File: src/rtl/pwr_seq_pkg.sv
package pwr_seq_pkg;

    typedef enum logic [2:0] {
        SEQ_IDLE  = 3'd0,
        SEQ_ONE   = 3'd1,
        SEQ_TWO   = 3'd2,
        SEQ_THREE = 3'd3,
        SEQ_GOOD  = 3'd4
    } seq_state_e;

    typedef struct packed {
        seq_state_e st;
    } seq_regs_t;

endpackage

File: src/rtl/pwr_seq_sync.sv
module pwr_seq_sync #(
    parameter int WIDTH  = 4,
    parameter int STAGES = 2
) (
    input  logic             clk,
    input  logic             rst,
    input  logic [WIDTH-1:0] din,
    output logic [WIDTH-1:0] dout
);

    logic [STAGES-1:0][WIDTH-1:0] pipe_d;
    logic [STAGES-1:0][WIDTH-1:0] pipe_q;

    assign pipe_d[0] = din;

    for (genvar g = 1; g < STAGES; g++) begin : g_stage
        assign pipe_d[g] = pipe_q[g-1];
    end

    always_ff @(posedge clk) begin
        if (rst) pipe_q <= '0;
        else     pipe_q <= pipe_d;
    end

    assign dout = pipe_q[STAGES-1];

endmodule

File: src/rtl/pwr_seq_qual.sv
module pwr_seq_qual #(
    parameter int CW = 8
) (
    input  logic          clk,
    input  logic          rst,
    input  logic          run,
    input  logic [CW-1:0] limit_m1,
    output logic          hit
);

    logic [CW-1:0] cnt_d;
    logic [CW-1:0] cnt_q;

    always_comb begin
        hit   = run && (cnt_q == limit_m1);
        cnt_d = cnt_q + 1'b1;
        if (!run || hit) cnt_d = '0;
    end

    always_ff @(posedge clk) begin
        if (rst) cnt_q <= '0;
        else     cnt_q <= cnt_d;
    end

    AST_CNT_IN_WINDOW: assert property (@(posedge clk) disable iff (rst)
        run |-> cnt_q <= limit_m1);

    AST_CNT_RESTART: assert property (@(posedge clk) disable iff (rst)
        !run |=> cnt_q == '0);

endmodule

File: src/rtl/pwr_seq_top.sv
module pwr_seq_top #(
    parameter int LONG_CYC    = 19_000_000,
    parameter int SHORT_CYC   = 3_000,
    parameter int SYNC_STAGES = 2
) (
    input  logic       clk,
    input  logic       rst,
    input  logic [3:0] rail_ok_i,
    output logic [2:0] reg_en_o,
    output logic       pwr_good_o
);
    import pwr_seq_pkg::*;

    localparam int N_RAIL = 4;
    localparam int CW     = $clog2(LONG_CYC + 1);
    localparam logic [CW-1:0] LONG_M1  = CW'(LONG_CYC - 1);
    localparam logic [CW-1:0] SHORT_M1 = CW'(SHORT_CYC - 1);
    localparam logic [CW-1:0] LONG_SAT = CW'(LONG_CYC);

    logic [N_RAIL-1:0] rail_s;
    logic              run;
    logic              hit;
    logic [CW-1:0]     limit_m1;
    seq_regs_t         r_d;
    seq_regs_t         r_q;

    pwr_seq_sync #(.WIDTH(N_RAIL), .STAGES(SYNC_STAGES)) u_sync (
        .clk  (clk),
        .rst  (rst),
        .din  (rail_ok_i),
        .dout (rail_s)
    );

    pwr_seq_qual #(.CW(CW)) u_qual (
        .clk      (clk),
        .rst      (rst),
        .run      (run),
        .limit_m1 (limit_m1),
        .hit      (hit)
    );

    always_comb begin
        r_d      = r_q;
        run      = 1'b0;
        limit_m1 = SHORT_M1;
        unique case (r_q.st)
            SEQ_IDLE: begin
                run      = rail_s[0];
                limit_m1 = LONG_M1;
                if (hit) r_d.st = SEQ_ONE;
            end
            SEQ_ONE: begin
                run = &rail_s[1:0];
                if (!rail_s[0]) r_d.st = SEQ_IDLE;
                else if (hit)   r_d.st = SEQ_TWO;
            end
            SEQ_TWO: begin
                run = &rail_s[2:0];
                if (!rail_s[0]) r_d.st = SEQ_IDLE;
                else if (hit)   r_d.st = SEQ_THREE;
            end
            SEQ_THREE: begin
                run      = &rail_s;
                limit_m1 = LONG_M1;
                if (!rail_s[0]) r_d.st = SEQ_IDLE;
                else if (hit)   r_d.st = SEQ_GOOD;
            end
            SEQ_GOOD: begin
                run = rail_s[0] && !(&rail_s[3:1]);
                if (!rail_s[0]) r_d.st = SEQ_IDLE;
                else if (hit)   r_d.st = SEQ_THREE;
            end
            default: r_d.st = SEQ_IDLE;
        endcase
    end

    always_ff @(posedge clk) begin
        if (rst) r_q <= '{st: SEQ_IDLE};
        else     r_q <= r_d;
    end

    always_comb begin
        reg_en_o   = 3'b000;
        pwr_good_o = 1'b0;
        unique case (r_q.st)
            SEQ_ONE:   reg_en_o = 3'b001;
            SEQ_TWO:   reg_en_o = 3'b011;
            SEQ_THREE: reg_en_o = 3'b111;
            SEQ_GOOD:  begin reg_en_o = 3'b111; pwr_good_o = 1'b1; end
            default:   reg_en_o = 3'b000;
        endcase
    end

    // Run-length trackers used only by the assertions below
    logic [CW-1:0] main_run_d, main_run_q;
    logic [CW-1:0] all_run_d,  all_run_q;

    always_comb begin
        main_run_d = '0;
        all_run_d  = '0;
        if (rail_s[0])
            main_run_d = (main_run_q == LONG_SAT) ? main_run_q : main_run_q + 1'b1;
        if (&rail_s)
            all_run_d  = (all_run_q == LONG_SAT) ? all_run_q : all_run_q + 1'b1;
    end

    always_ff @(posedge clk) begin
        if (rst) begin
            main_run_q <= '0;
            all_run_q  <= '0;
        end else begin
            main_run_q <= main_run_d;
            all_run_q  <= all_run_d;
        end
    end

    AST_THERMO_ORDER: assert property (@(posedge clk) disable iff (rst)
        (!reg_en_o[1] || reg_en_o[0]) && (!reg_en_o[2] || reg_en_o[1]) && (!pwr_good_o || reg_en_o[2]));

    AST_EN1_QUALIFIED: assert property (@(posedge clk) disable iff (rst)
        $rose(reg_en_o[0]) |-> main_run_q >= LONG_SAT);

    AST_PG_QUALIFIED: assert property (@(posedge clk) disable iff (rst)
        $rose(pwr_good_o) |-> all_run_q >= LONG_SAT);

    AST_MAIN_FAULT_OFF: assert property (@(posedge clk) disable iff (rst)
        (!rail_s[0] && reg_en_o[0]) |=> (reg_en_o == 3'b000 && !pwr_good_o));

    AST_EN_DROP_CAUSE: assert property (@(posedge clk) disable iff (rst)
        $fell(reg_en_o[0]) |-> (!$past(rail_s[0]) || $past(rst)));

    AST_PG_DROP_KEEPS_EN: assert property (@(posedge clk) disable iff (rst)
        ($fell(pwr_good_o) && $past(rail_s[0]) && !$past(rst)) |-> reg_en_o == 3'b111);

endmodule

File: config.mk
export PLATFORM = sky130hd
export DESIGN_NAME = pwr_seq_top
export DESIGN_NICKNAME = d
export VERILOG_FILES = /design/src/rtl/pwr_seq_pkg.sv /design/src/rtl/pwr_seq_sync.sv /design/src/rtl/pwr_seq_qual.sv /design/src/rtl/pwr_seq_top.sv
export SDC_FILE = /design/constraint.sdc
export NUM_CORES = 1
export LEC_CHECK = 0
export BUFFER_PORTS_ARGS = -buffer_cell sky130_fd_sc_hd__buf_2
export CAP_MARGIN = 20
export CORE_ASPECT_RATIO = 1.25
export CORE_MARGIN = 4
export CORE_UTILIZATION = 60
export CTS_CLUSTER_DIAMETER = 150
export DETAILED_ROUTE_END_ITERATION = 7
export PLACE_DENSITY = 0.86
export SLEW_MARGIN = 40
export SYNTH_ARGS = -nofsm -noshare
export SYNTH_HDL_FRONTEND = slang
export SYNTH_HIERARCHICAL = 1
export SYNTH_SLANG_ARGS = --single-unit
File: constraint.sdc
create_clock -name clk -period 4.05 [get_ports clk]
set_input_delay 0 -clock clk [delete_from_list [all_inputs] [get_ports clk]]
set_output_delay 0 -clock clk [all_outputs]
set_load 0.05 [all_outputs]
==> results.sh <==
export IMPL_synthTopCellsByCount="36 x sky130_fd_sc_hd__dfxtp_1, 34 x sky130_fd_sc_hd__xnor2_1, 14 x sky130_fd_sc_hd__nand2_1"
export IMPL_setup_viol_count_final=0
export IMPL_m1WireLength_um=1940
export IMPL_synthMostInstantiatedCell="sky130_fd_sc_hd__dfxtp_1"
export IMPL_clock_sink_count=36
export IMPL_io_pin_count=10
export IMPL_synth_top_flop_cell="sky130_fd_sc_hd__dfxtp_1"
export IMPL_final_max_slew_viol_count=0
export IMPL_worstPathMaxFanout=8
export IMPL_period_needed_ns=2.74
export IMPL_routedWlPerCell_um=15.6
export IMPL_critical_path_arrival_ns=2.92
export IMPL_drtPass1Iterations=4
export IMPL_layoutNonFillerInstCount=286
export IMPL_layout_drive_gt1_share_pct=13.7
export IMPL_dieWidth_um=60.1
export IMPL_cts_resized=0
export IMPL_core_area_um2=3220
export IMPL_die_h_um=73.1
export IMPL_num_rows=23
export IMPL_synth_top_cells_by_area="sky130_fd_sc_hd__dfxtp_1 35%, sky130_fd_sc_hd__xnor2_1 15%, sky130_fd_sc_hd__a211oi_1 4.8%"
export IMPL_final_setup_tns_ns=0
export IMPL_die_area_um2=4390
export IMPL_setup_worst_path_end_class="flop"
export IMPL_io_buf_count=9
export IMPL_crit_required_ns=4.23
export IMPL_ys_seq_elements=36
export IMPL_holdCritPathClass="input pin to flop"
export IMPL_synth_largest_type_area_fraction_pct=35.5
export IMPL_met3_wirelength_um=146
export IMPL_routabilityCongestion=0.847
export IMPL_synthesis_area_per_instance_um2=9.07
export IMPL_post_detail_place_hpwl_um=3050
export IMPL_vdd_ir_drop_worst_uv=230
export IMPL_maxCapViolations=0
export IMPL_cts_htree_levels=2
export IMPL_post_route_ant_nets=0
export IMPL_insertedDiodeCount=0
export IMPL_layout_nets=256
export IMPL_post_route_period_util_pct=67.6
export IMPL_cts_max_path_buffers=2
export IMPL_buffer_cell_driving_the_clock_tree_root="sky130_fd_sc_hd__clkbuf_8"
export IMPL_number_of_hold_buffers_added_after_cts=4
export IMPL_number_of_global_route_vias_before_repair=1721
export IMPL_hold_viol=0
export IMPL_syn2layout_area_growth_pct=12.1
export IMPL_numCtsBuffers=5
export IMPL_wl_met2_um=2230
export IMPL_total_length_of_routed_wires_um=4470
export IMPL_largest_net_degree_at_the_start_of_global_routing=26
export IMPL_post_cts_setup_buffer_count=0
export IMPL_cts_tree="built"
export IMPL_antenna_found_initial=0
export IMPL_total_leakage_power_nw=0.703
export IMPL_power_density_nw_per_um2=276
export IMPL_yosysWarnings=6
export IMPL_max_freq_mhz=365
export IMPL_worst_slew_margin_rel_pct=61.7
export IMPL_worst_slew_pin_slew_ns=0.569
export IMPL_post_drt_via_cell_ratio=6.14
export IMPL_synthArstFlopShare_pct=0
export IMPL_worst_setup_path_start_kind="flop"
export IMPL_postSynthCellCount=224
export IMPL_top_layer_used="met4"
export IMPL_outcome="finished clean"
export IMPL_part_of_the_yosys_area_used_for_sequential_elements_pct=35.5
export IMPL_dr_first_iter_drc_count=102
export IMPL_grt_overflow_total=0
export IMPL_grt_total_usage_pct=23.4
export IMPL_yosys_area_top_type="sky130_fd_sc_hd__dfxtp_1"
export IMPL_place_detailed_instances=275
export IMPL_fin_worst_skew_ns=0.00766
export IMPL_cts_reportedPaths_clkPinSlew_ns=0.07
export IMPL_floorplan_initialDensity_pct=63.0
export IMPL_grt_pass1_wl_um=7720
export IMPL_clkLatencyLatePin_ns=0.29
export IMPL_post_synth_num_cell_types=47
export IMPL_synth_cell_area_um2=2030
export IMPL_rsz0062_at_grt="false"
export IMPL_residual_drc=0
export IMPL_synth_edff_count=0
export IMPL_vias=1757
export IMPL_setup_worst_path_class="flop to flop"
-- cell type report --
type / instances / area [µm²]
Clock inverter: 1 / 5.00
Inverter: 7 / 26.3
Multi-Input combinational cell: 184 / 1310
Tap cell: 37 / 46.3
Sequential cell: 36 / 721
Timing Repair Buffer: 15 / 100
Fill cell: 263 / 946
Clock buffer: 6 / 72.6
-- critical path, cell delays in order (launching register included) --
cell and delay [ns]:
sky130_fd_sc_hd__dfxtp_1 0.37, sky130_fd_sc_hd__or2_2 0.34, sky130_fd_sc_hd__a21oi_2 0.47, sky130_fd_sc_hd__xnor2_1 0.18
sky130_fd_sc_hd__nand4_1 0.16, sky130_fd_sc_hd__nor4_4 0.33, sky130_fd_sc_hd__and3_1 0.34, sky130_fd_sc_hd__nand2_1 0.11
sky130_fd_sc_hd__a221oi_2 0.27, sky130_fd_sc_hd__nor3b_2 0.07
-- cells by family (layout without fill, tap and decap cells) --
family	after synthesis	after routing	share of synthesized area [%]
XOR/XNOR	37	37	15.9
AO/OA/AOI/OAI	45	45	17.2
multiplexers	1	1	0.493
AND/OR/NAND/NOR	83	83	25.9
flip-flops	36	36	35.5
buffers and inverters	19	29	4.00
other	2	17	0.370
adder cells (fa/ha/maj)	1	1	0.616
-- per-stage QoR --
step	power (mW)	utilization, %	cell area (µm²)	hold WS [ns]	setup slack, ns
2_1_floorplan	0.385	-	2090	0.0691	0.851
3_3_place_gp	0.391	66.8	2150	0.206	1.24
3_5_place_dp	0.392	66.9	2160	0.214	1.06
4_1_cts	0.634	70.5	2270	0.0254	1.07
5_1_grt	0.655	70.7	2280	0.0288	1.13
6_report	0.628	70.7	2280	0.0295	1.31
-- state kept, by name, summed over array words and instances, names as in the netlist --
register / cells
r_q: 3
u_qual/cnt_q: 25
u_sync/dout: 4
u_sync/pipe_d: 4
-- path summary, 6_finish.rpt --
path                            slack [ns]        startpoint  depth (start not counted)             end
worst min register to register        0.43  u_sync/pipe_d[5]                          1  u_sync/dout[1]
worst min-delay path                  0.03               rst                          2          r_q[0]
worst max-delay path                  1.31            r_q[0]                          9          r_q[1]
worst max register to register        1.31            r_q[0]                          9          r_q[1]
-- report_power, final --
group          total [mW]  internal, mW  switching [mW]
logic              0.0277        0.0141          0.0136
registers           0.360         0.358         0.00232
clock network       0.240         0.117           0.123
total               0.628         0.489           0.139
-- placed cells by master, fill, tap and decap left out, types with 6 or more instances in the layout --
master	n
sky130_fd_sc_hd__dfxtp_1	36
sky130_fd_sc_hd__xnor2_1	34
sky130_fd_sc_hd__conb_1	17
sky130_fd_sc_hd__nand2_1	14
sky130_fd_sc_hd__a211oi_1	13
sky130_fd_sc_hd__a221oi_1	11
sky130_fd_sc_hd__nor2b_1	10
sky130_fd_sc_hd__nand3_1	9
sky130_fd_sc_hd__buf_2	9
sky130_fd_sc_hd__nand4_1	9
sky130_fd_sc_hd__o21ai_0	7
sky130_fd_sc_hd__inv_1	6
-- layer usage --
layer	global-route usage, %	vias to the layer above
met5	0	-
met4	13.3	0
met3	6.02	14
met2	37.1	32
met1	28.0	846
li1	-	865
No activity file was read; power rests on OpenSTA's default activity.
